===== src/rtl/dbic_pkg.sv =====
// Package: constants shared by the dual-bank compensator.
// Assumes coefficients are Q2.14 and that the tap order below is fixed,
// because the engine walks it and the host address map depends on it.
package dbic_pkg;

    localparam int FRAC_BITS = 14;
    localparam int NUM_BANKS = 2;
    localparam int N_COEF    = 8;
    localparam int TAPS_S1   = 5;
    localparam int TAPS_S2   = 3;
    // one cycle per tap, plus one resolve cycle per stage
    localparam int LATENCY   = TAPS_S1 + TAPS_S2 + 2;

    typedef logic [2:0] coef_addr_t;

    // host-visible coefficient indices
    localparam coef_addr_t CI_B0 = 3'd0;
    localparam coef_addr_t CI_B1 = 3'd1;
    localparam coef_addr_t CI_B2 = 3'd2;
    localparam coef_addr_t CI_A1 = 3'd3;
    localparam coef_addr_t CI_A2 = 3'd4;
    localparam coef_addr_t CI_C0 = 3'd5;
    localparam coef_addr_t CI_C1 = 3'd6;
    localparam coef_addr_t CI_D1 = 3'd7;

    // engine sequence steps
    typedef enum logic [3:0] {
        SQ_B0  = 4'd0,
        SQ_B1  = 4'd1,
        SQ_B2  = 4'd2,
        SQ_A1  = 4'd3,
        SQ_A2  = 4'd4,
        SQ_S1  = 4'd5,
        SQ_C0  = 4'd6,
        SQ_C1  = 4'd7,
        SQ_D1  = 4'd8,
        SQ_OUT = 4'd9
    } seq_t;

endpackage


===== src/rtl/dbic_bank_ctrl.sv =====
// Module: bank selection for the compensator.
// Holds the active bank index. The index moves only on an accepted sample
// strobe (start), either by a latched software swap or by the line-class
// select when hardware selection is enabled.
module dbic_bank_ctrl (
    input  logic clk,
    input  logic rst_n,
    input  logic start,
    input  logic swap_req,
    input  logic hw_sel_en,
    input  logic line_sel,
    output logic act_bank
);

    logic pend_q;
    logic act_q;

    // Latch swap requests and apply the bank change at a sample boundary.
    always_ff @(posedge clk) begin
        if (!rst_n) begin
            act_q  <= 1'b0;
            pend_q <= 1'b0;
        end else if (start) begin
            if (hw_sel_en) begin
                act_q <= line_sel;
            end else if (pend_q || swap_req) begin
                act_q <= ~act_q;
            end
            pend_q <= 1'b0;
        end else begin
            pend_q <= hw_sel_en ? 1'b0 : (pend_q || swap_req);
        end
    end

    assign act_bank = act_q;

endmodule


===== src/rtl/dbic_coef_store.sv =====
// Module: two banks of filter coefficients with a guarded write port.
// A write is taken only if it targets the bank that is idle in that cycle.
// A write that targets the active bank is dropped and reported one cycle
// later. The read port always returns the active bank's coefficient.
module dbic_coef_store
    import dbic_pkg::*;
#(
    parameter int COEF_W = 16
) (
    input  logic                     clk,
    input  logic                     rst_n,
    input  logic                     act_bank,
    input  logic                     wr_en,
    input  logic                     wr_bank,
    input  coef_addr_t               wr_addr,
    input  logic signed [COEF_W-1:0] wr_data,
    input  coef_addr_t               rd_addr,
    output logic signed [COEF_W-1:0] rd_coef,
    output logic                     wr_reject
);

    logic signed [COEF_W-1:0] bank_q [NUM_BANKS][N_COEF];
    logic [NUM_BANKS-1:0]     bank_we;
    logic                     reject_q;

    // per-bank write enable: the bank is addressed and is not the active one
    for (genvar b = 0; b < NUM_BANKS; b++) begin : g_we
        assign bank_we[b] = wr_en && (wr_bank == 1'(b)) && (act_bank != 1'(b));
    end

    // Store accepted coefficient writes and clear all banks on reset.
    always_ff @(posedge clk) begin
        if (!rst_n) begin
            for (int b = 0; b < NUM_BANKS; b++) begin
                for (int i = 0; i < N_COEF; i++) begin
                    bank_q[b][i] <= '0;
                end
            end
        end else begin
            for (int b = 0; b < NUM_BANKS; b++) begin
                if (bank_we[b]) begin
                    bank_q[b][wr_addr] <= wr_data;
                end
            end
        end
    end

    // Flag a refused write for one cycle.
    always_ff @(posedge clk) begin
        if (!rst_n) begin
            reject_q <= 1'b0;
        end else begin
            reject_q <= wr_en && (wr_bank == act_bank);
        end
    end

    assign rd_coef   = bank_q[act_bank][rd_addr];
    assign wr_reject = reject_q;

endmodule


===== src/rtl/dbic_mac_engine.sv =====
// Module: sequential multiply-accumulate engine for the cascaded filter.
// One multiplier walks the five taps of the second-order stage, resolves
// and saturates that stage, then walks the three taps of the first-order
// stage and saturates the output. It assumes the coefficient on coef_in
// belongs to coef_addr and stays fixed for the whole sample, which holds
// because the bank cannot change while busy is high.
module dbic_mac_engine
    import dbic_pkg::*;
#(
    parameter int DATA_W = 16,
    parameter int COEF_W = 16,
    parameter int OUT_W  = 16
) (
    input  logic                     clk,
    input  logic                     rst_n,
    input  logic                     start,
    input  logic signed [DATA_W-1:0] err_in,
    input  logic signed [COEF_W-1:0] coef_in,
    output coef_addr_t               coef_addr,
    output logic                     busy,
    output logic signed [OUT_W-1:0]  ctrl_out,
    output logic                     out_valid
);

    localparam int TAP_W  = (DATA_W > OUT_W) ? DATA_W : OUT_W;
    localparam int PROD_W = TAP_W + COEF_W;
    localparam int ACC_W  = PROD_W + 3;

    localparam logic signed [ACC_W-1:0] D_MAX = {{(ACC_W-DATA_W+1){1'b0}}, {(DATA_W-1){1'b1}}};
    localparam logic signed [ACC_W-1:0] D_MIN = {{(ACC_W-DATA_W+1){1'b1}}, {(DATA_W-1){1'b0}}};
    localparam logic signed [ACC_W-1:0] O_MAX = {{(ACC_W-OUT_W+1){1'b0}}, {(OUT_W-1){1'b1}}};
    localparam logic signed [ACC_W-1:0] O_MIN = {{(ACC_W-OUT_W+1){1'b1}}, {(OUT_W-1){1'b0}}};

    seq_t                     step_q;
    logic                     busy_q;
    logic                     valid_q;
    logic signed [ACC_W-1:0]  acc_q;
    logic signed [DATA_W-1:0] x0_q, x1_q, x2_q;
    logic signed [DATA_W-1:0] y1_q, y2_q;
    logic signed [DATA_W-1:0] s_cur_q, s_prev_q;
    logic signed [OUT_W-1:0]  u_q;

    logic signed [TAP_W-1:0]  tap;
    logic signed [PROD_W-1:0] prod;
    logic signed [ACC_W-1:0]  acc_sum;
    logic signed [DATA_W-1:0] s_new;
    logic signed [OUT_W-1:0]  u_new;

    // rescale the accumulator and clip it to the data width
    function automatic logic signed [DATA_W-1:0] sat_data(input logic signed [ACC_W-1:0] a);
        logic signed [ACC_W-1:0] sh;
        sh = a >>> FRAC_BITS;
        if (sh > D_MAX) begin
            return D_MAX[DATA_W-1:0];
        end else if (sh < D_MIN) begin
            return D_MIN[DATA_W-1:0];
        end
        return sh[DATA_W-1:0];
    endfunction

    // rescale the accumulator and clip it to the output width
    function automatic logic signed [OUT_W-1:0] sat_out(input logic signed [ACC_W-1:0] a);
        logic signed [ACC_W-1:0] sh;
        sh = a >>> FRAC_BITS;
        if (sh > O_MAX) begin
            return O_MAX[OUT_W-1:0];
        end else if (sh < O_MIN) begin
            return O_MIN[OUT_W-1:0];
        end
        return sh[OUT_W-1:0];
    endfunction

    // Pick the coefficient index for the current step.
    always_comb begin
        case (step_q)
            SQ_B0:   coef_addr = CI_B0;
            SQ_B1:   coef_addr = CI_B1;
            SQ_B2:   coef_addr = CI_B2;
            SQ_A1:   coef_addr = CI_A1;
            SQ_A2:   coef_addr = CI_A2;
            SQ_C0:   coef_addr = CI_C0;
            SQ_C1:   coef_addr = CI_C1;
            SQ_D1:   coef_addr = CI_D1;
            default: coef_addr = CI_B0;
        endcase
    end

    // Pick the data tap that pairs with the current coefficient.
    always_comb begin
        case (step_q)
            SQ_B0:   tap = TAP_W'(x0_q);
            SQ_B1:   tap = TAP_W'(x1_q);
            SQ_B2:   tap = TAP_W'(x2_q);
            SQ_A1:   tap = TAP_W'(y1_q);
            SQ_A2:   tap = TAP_W'(y2_q);
            SQ_C0:   tap = TAP_W'(s_cur_q);
            SQ_C1:   tap = TAP_W'(s_prev_q);
            SQ_D1:   tap = TAP_W'(u_q);
            default: tap = '0;
        endcase
    end

    // Form the product, the running sum and both saturated stage results.
    always_comb begin
        prod    = PROD_W'(tap) * PROD_W'(coef_in);
        acc_sum = acc_q + ACC_W'(prod);
        s_new   = sat_data(acc_q);
        u_new   = sat_out(acc_q);
    end

    // Sequence the taps, update the delay lines and emit the output.
    always_ff @(posedge clk) begin
        if (!rst_n) begin
            step_q   <= SQ_B0;
            busy_q   <= 1'b0;
            valid_q  <= 1'b0;
            acc_q    <= '0;
            x0_q     <= '0;
            x1_q     <= '0;
            x2_q     <= '0;
            y1_q     <= '0;
            y2_q     <= '0;
            s_cur_q  <= '0;
            s_prev_q <= '0;
            u_q      <= '0;
        end else begin
            valid_q <= 1'b0;
            if (start) begin
                busy_q <= 1'b1;
                step_q <= SQ_B0;
                acc_q  <= '0;
                x0_q   <= err_in;
            end else if (busy_q) begin
                case (step_q)
                    SQ_S1: begin
                        x2_q    <= x1_q;
                        x1_q    <= x0_q;
                        y2_q    <= y1_q;
                        y1_q    <= s_new;
                        s_cur_q <= s_new;
                        acc_q   <= '0;
                        step_q  <= SQ_C0;
                    end
                    SQ_OUT: begin
                        u_q      <= u_new;
                        s_prev_q <= s_cur_q;
                        valid_q  <= 1'b1;
                        busy_q   <= 1'b0;
                        step_q   <= SQ_B0;
                    end
                    default: begin
                        acc_q  <= acc_sum;
                        step_q <= seq_t'(step_q + 4'd1);
                    end
                endcase
            end
        end
    end

    assign busy      = busy_q;
    assign ctrl_out  = u_q;
    assign out_valid = valid_q;

endmodule


===== src/rtl/dbank_iir_comp.sv =====
// Module: top of the dual-bank cascaded IIR compensator.
// A strobe is accepted only while the engine is idle. The accepting edge
// also applies any pending bank change, so every sample runs on one bank.
// Assumes err_in is valid in the strobe cycle only.
module dbank_iir_comp
    import dbic_pkg::*;
#(
    parameter int DATA_W = 16,
    parameter int COEF_W = 16,
    parameter int OUT_W  = 16
) (
    input  logic              clk,
    input  logic              rst_n,
    input  logic              sample_stb,
    input  logic [DATA_W-1:0] err_in,
    input  logic              wr_en,
    input  logic              wr_bank,
    input  logic [2:0]        wr_addr,
    input  logic [COEF_W-1:0] wr_data,
    input  logic              swap_req,
    input  logic              hw_sel_en,
    input  logic              line_sel,
    output logic [OUT_W-1:0]  ctrl_out,
    output logic              out_valid,
    output logic              wr_err,
    output logic              active_bank
);

    logic                     busy_w;
    logic                     start_w;
    logic                     act_w;
    coef_addr_t               coef_addr_w;
    logic signed [COEF_W-1:0] coef_w;
    logic signed [OUT_W-1:0]  ctrl_w;

    assign start_w = sample_stb && !busy_w;

    dbic_bank_ctrl u_bank_ctrl (
        .clk       (clk),
        .rst_n     (rst_n),
        .start     (start_w),
        .swap_req  (swap_req),
        .hw_sel_en (hw_sel_en),
        .line_sel  (line_sel),
        .act_bank  (act_w)
    );

    dbic_coef_store #(
        .COEF_W (COEF_W)
    ) u_coef_store (
        .clk       (clk),
        .rst_n     (rst_n),
        .act_bank  (act_w),
        .wr_en     (wr_en),
        .wr_bank   (wr_bank),
        .wr_addr   (wr_addr),
        .wr_data   ($signed(wr_data)),
        .rd_addr   (coef_addr_w),
        .rd_coef   (coef_w),
        .wr_reject (wr_err)
    );

    dbic_mac_engine #(
        .DATA_W (DATA_W),
        .COEF_W (COEF_W),
        .OUT_W  (OUT_W)
    ) u_engine (
        .clk       (clk),
        .rst_n     (rst_n),
        .start     (start_w),
        .err_in    ($signed(err_in)),
        .coef_in   (coef_w),
        .coef_addr (coef_addr_w),
        .busy      (busy_w),
        .ctrl_out  (ctrl_w),
        .out_valid (out_valid)
    );

    assign ctrl_out    = ctrl_w;
    assign active_bank = act_w;

endmodule


===== config.mk =====
export PLATFORM = sky130hd
export DESIGN_NAME = dbank_iir_comp
export DESIGN_NICKNAME = d
export VERILOG_FILES = /design/src/rtl/dbic_pkg.sv /design/src/rtl/dbic_bank_ctrl.sv /design/src/rtl/dbic_coef_store.sv /design/src/rtl/dbic_mac_engine.sv /design/src/rtl/dbank_iir_comp.sv
export SDC_FILE = /design/constraint.sdc
export NUM_CORES = 2
export LEC_CHECK = 0
export ABC_AREA = 1
export BUFFER_PORTS_ARGS = -buffer_cell sky130_fd_sc_hd__buf_2
export CAP_MARGIN = 0
export CORE_MARGIN = 4
export CORE_UTILIZATION = 50
export CTS_BUF_LIST = sky130_fd_sc_hd__clkbuf_8 sky130_fd_sc_hd__clkbuf_16
export CTS_CLUSTER_SIZE = 8
export DETAILED_ROUTE_END_ITERATION = 10
export PLACE_DENSITY = 0.66
export SLEW_MARGIN = 20
export SYNTH_ARGS = -nofsm -noshare
export SYNTH_HDL_FRONTEND = slang
export SYNTH_HIERARCHICAL = 1
export SYNTH_SLANG_ARGS = --single-unit

===== constraint.sdc =====
create_clock -name clk -period 8.65 [get_ports clk]
set_clock_uncertainty 0.05 [all_clocks]
set_input_delay 0.865 -clock clk [delete_from_list [all_inputs] [get_ports clk]]
set_output_delay 0.865 -clock clk [all_outputs]
set_load 0.02 [all_outputs]

==> flow_metrics.env <==
export IMPL_antenna_found_initial=1
export IMPL_syn_mean_instance_area_um2=8.32
export IMPL_die_height_um=256
export IMPL_status="finished clean"
export IMPL_finalNetCount=4155
export IMPL_maxSlewViolCount=0
export IMPL_vias=24200
export IMPL_drtAntennaViolNets=0
export IMPL_h_tree_depth=2
export IMPL_num_rows=90
export IMPL_setup_viol=0
export IMPL_cpMostUsedCell="nand2_1"
export IMPL_syn_area_mm2=0.0308
export IMPL_portBuffers=61
export IMPL_cts_made_buffers=58
export IMPL_reg2reg_from="u_bank_ctrl/act_bank"
export IMPL_cts_tree="done"
export IMPL_layout_drive_gt1_share_pct=7.13
export IMPL_holdPathStages=2
export IMPL_routabilityCongestion=0.987
export IMPL_cts_path_max_buffers=3
export IMPL_die_w_um=256
export IMPL_relSlewSlack_pct=30.6
export IMPL_yosysWarnings=6
export IMPL_start_util_pct=50.7
export IMPL_synth_top_flop_cell="edfxtp_1"
export IMPL_cts_setup_buffers=0
export IMPL_ff2ff_setup_slack_ns=0.78
export IMPL_die_area_mm2=0.0656
export IMPL_synth_seq_cells=415
export IMPL_area_growth_pct=8.14
export IMPL_rsz0062_at_grt="no"
export IMPL_cts_resized=0
export IMPL_path_class="flip-flop to flip-flop"
export IMPL_cpPeakStageDelay_ns=0.57
export IMPL_crit_family="adder cells"
export IMPL_p_leak_nw=16.3
export IMPL_holdWs_ns=0.423
export IMPL_critPathArrivalTime_ns=8.26
export IMPL_clk_latency_ns=0.61
export IMPL_ioPinCount=62
export IMPL_synthArstFlopShare_pct=0
export IMPL_crit_fanout=66
export IMPL_drt_pass1_iter_count=6
export IMPL_clock_root_buffer="clkbuf_16"
export IMPL_hold_viol_final=0
export IMPL_hp_start="u_engine/acc_q[4]"
export IMPL_hold_path_endpoint="u_engine/acc_q[4]"
export IMPL_grt_use_total_pct=26.7
export IMPL_overflow=0
export IMPL_synth_edff_count=256
export IMPL_drc=0
export IMPL_final_core_util_pct=54.9
export IMPL_cts_sinks=415
export IMPL_critPathCaptureType="flip-flop"
export IMPL_core_area_mm2=0.0607
export IMPL_tns_ns=0
export IMPL_grt_pass1_vias=23900
export IMPL_grt_max_degree=100
export IMPL_worstPathRequired_ns=9.04
export IMPL_powerDensity_mw_per_mm2=318
export IMPL_min_path_type="flip-flop to flip-flop"
export IMPL_antennaDiodeCount=0
export IMPL_drt_total_wl_um=87900
export IMPL_tightest_slew_ns=1.03
export IMPL_drt_first_iter_violations=2188
export IMPL_multi_input_area_mm2=0.0163
export IMPL_vias_per_cell=5.36
export IMPL_start_kind="flip-flop"
export IMPL_seqCellArea_mm2=0.0109
export IMPL_worstReg2RegEnd="u_engine/acc_q[27]"
export IMPL_clk_pin_slew_ns=0.05
export IMPL_crit_buf_inv=8
export IMPL_crit_slowest_cell="fa_1"
export IMPL_fmax_ghz=0.127
export IMPL_hold_buffers=0
export IMPL_min_period_ns=7.87
export IMPL_max_cap_viol_count=0
export IMPL_r2r_cells=30
export IMPL_wl_per_cell_um=19.5
export IMPL_dp_final_hpwl_um=62900
export IMPL_vdd_drop_max_mv=0.285
export IMPL_num_fill_cells=5589
export IMPL_synth_nets=4162
export IMPL_grt_pass1_wl_um=137000
export IMPL_seq_area_frac_synth_pct=35.3
export IMPL_period_share_pct=91.0
export IMPL_ys_types=50
export IMPL_synth_cells=3701
worst reg2reg max path: cells and delay by family (launching register included):
kind	cells	cell delay, ns
adders and majority gates	7	3.38
and+or+nand+nor	14	2.29
buffers and inverters	8	1.42
DFF	1	0.48
AOI/OAI and AO/OA	1	0.07
cell families (layout without fill, tap and decap cells):
kind of cell,Yosys count,after routing,synth area share [%]
AO/OA/AOI/OAI,385,385,7.23
XOR/XNOR,5,5,0.142
adder cells (fa/ha/maj),418,418,24.5
buffers and inverters,924,955,11.8
flip-flops,415,415,35.3
AND/OR/NAND/NOR,1554,1554,21.0
flip-flops by register name (all words and copies together) (netlist names):
name and flops:
u_engine/acc_q 35, u_coef_store/wr_reject 1, u_coef_store/bank_q 256, u_engine/busy 1
u_engine/s_cur_q 16, u_bank_ctrl/act_bank 1, u_engine/ctrl_out 16, u_engine/y2_q 16
u_engine/x2_q 16, u_engine/s_prev_q 16, u_engine/x0_q 16, u_engine/x1_q 16
u_engine/out_valid 1, u_engine/coef_addr 3, u_engine/step_q 4, u_bank_ctrl/pend_q 1
stage by stage:
stage | cells | setup WS, ns | cell area (µm²) | power, mW
2_1_floorplan | 3701 | 1.95 | 30800 | 6.83
3_3_place_gp | 4416 | 0.919 | 31600 | 8.49
3_5_place_dp | 4416 | 0.950 | 31600 | 8.49
4_1_cts | 4514 | 0.904 | 33300 | 10.6
5_1_grt | 4514 | 0.335 | 33300 | 11.6
6_report | 4514 | 0.781 | 33300 | 10.6
final cells by class:
cell class,count,share of cell area (%)
multi-input combinational,2362,48.9
sequential,415,32.6
inverter,760,8.62
clock buffer,60,4.44
tap,782,2.94
timing repair buffer,97,1.88
clock inverter,38,0.548
placed cells by master, fill, tap and decap left out, drive strengths merged, types with 4 or more instances in the layout:
cell,n
nand3b,4
clkbuf,60
nand4,11
a21oi,173
o21ai,144
o21bai,11
ha,108
dfxtp,159
nor2,520
nand2,736
nor4,4
inv,794
clkinv,4
nand3,250
a21boi,12
nor3,19
or2,9
buf,97
fa,310
edfxtp,256
o22ai,7
a221oi,23
xor2,4
worst max-delay path by stage:
stage	start	endpoint	slack, ns	cells after the start
6_report	u_bank_ctrl/act_bank	u_engine/acc_q[27]	0.78	30
3_3_place_gp	u_bank_ctrl/act_bank	u_engine/acc_q[23]	0.92	32
5_1_grt	u_bank_ctrl/act_bank	u_engine/acc_q[30]	0.33	32
4_1_cts	u_bank_ctrl/act_bank	u_engine/acc_q[23]	0.90	32
2_1_floorplan	u_bank_ctrl/act_bank	u_engine/acc_q[34]	1.95	34
3_5_place_dp	u_bank_ctrl/act_bank	u_engine/acc_q[34]	0.95	33
report_power, final:
part / total, mW / switching (mW) / internal, mW
clock: 2.06 / 0.852 / 1.21
combinational: 6.25 / 4.13 / 2.12
sequential: 2.29 / 0.0907 / 2.20
layer usage:
metal	vias to the layer above	GRT usage, %	part of all wire, %
met5	-	0	0
met4	0	8.14	3.3
met3	159	5.29	9.2
met2	992	41.2	44
met1	11700	38.3	43
li1	11400	-	-
synthesized netlist by cell type, types with 8 or more instances:
cell type / count / area, µm²
a21boi_0: 8 / 60.1
a21oi_1: 171 / 856
a221oi_1: 14 / 123
a221oi_2: 9 / 135
buf_1: 20 / 75.1
buf_2: 43 / 215
buf_6: 10 / 113
clkbuf_1: 85 / 319
dfxtp_1: 159 / 3180
edfxtp_1: 256 / 7690
fa_1: 310 / 6210
ha_1: 108 / 1350
inv_1: 738 / 2770
inv_2: 14 / 52.6
nand2_1: 698 / 2620
nand2_2: 38 / 238
nand3_1: 246 / 1230
nand4_1: 11 / 68.8
nor2_1: 506 / 1900
nor3_1: 17 / 85.1
o21ai_0: 131 / 656
o21ai_1: 13 / 65.1
o21bai_1: 11 / 82.6
or2_2: 9 / 56.3
Power figures use the tool's default switching activity.
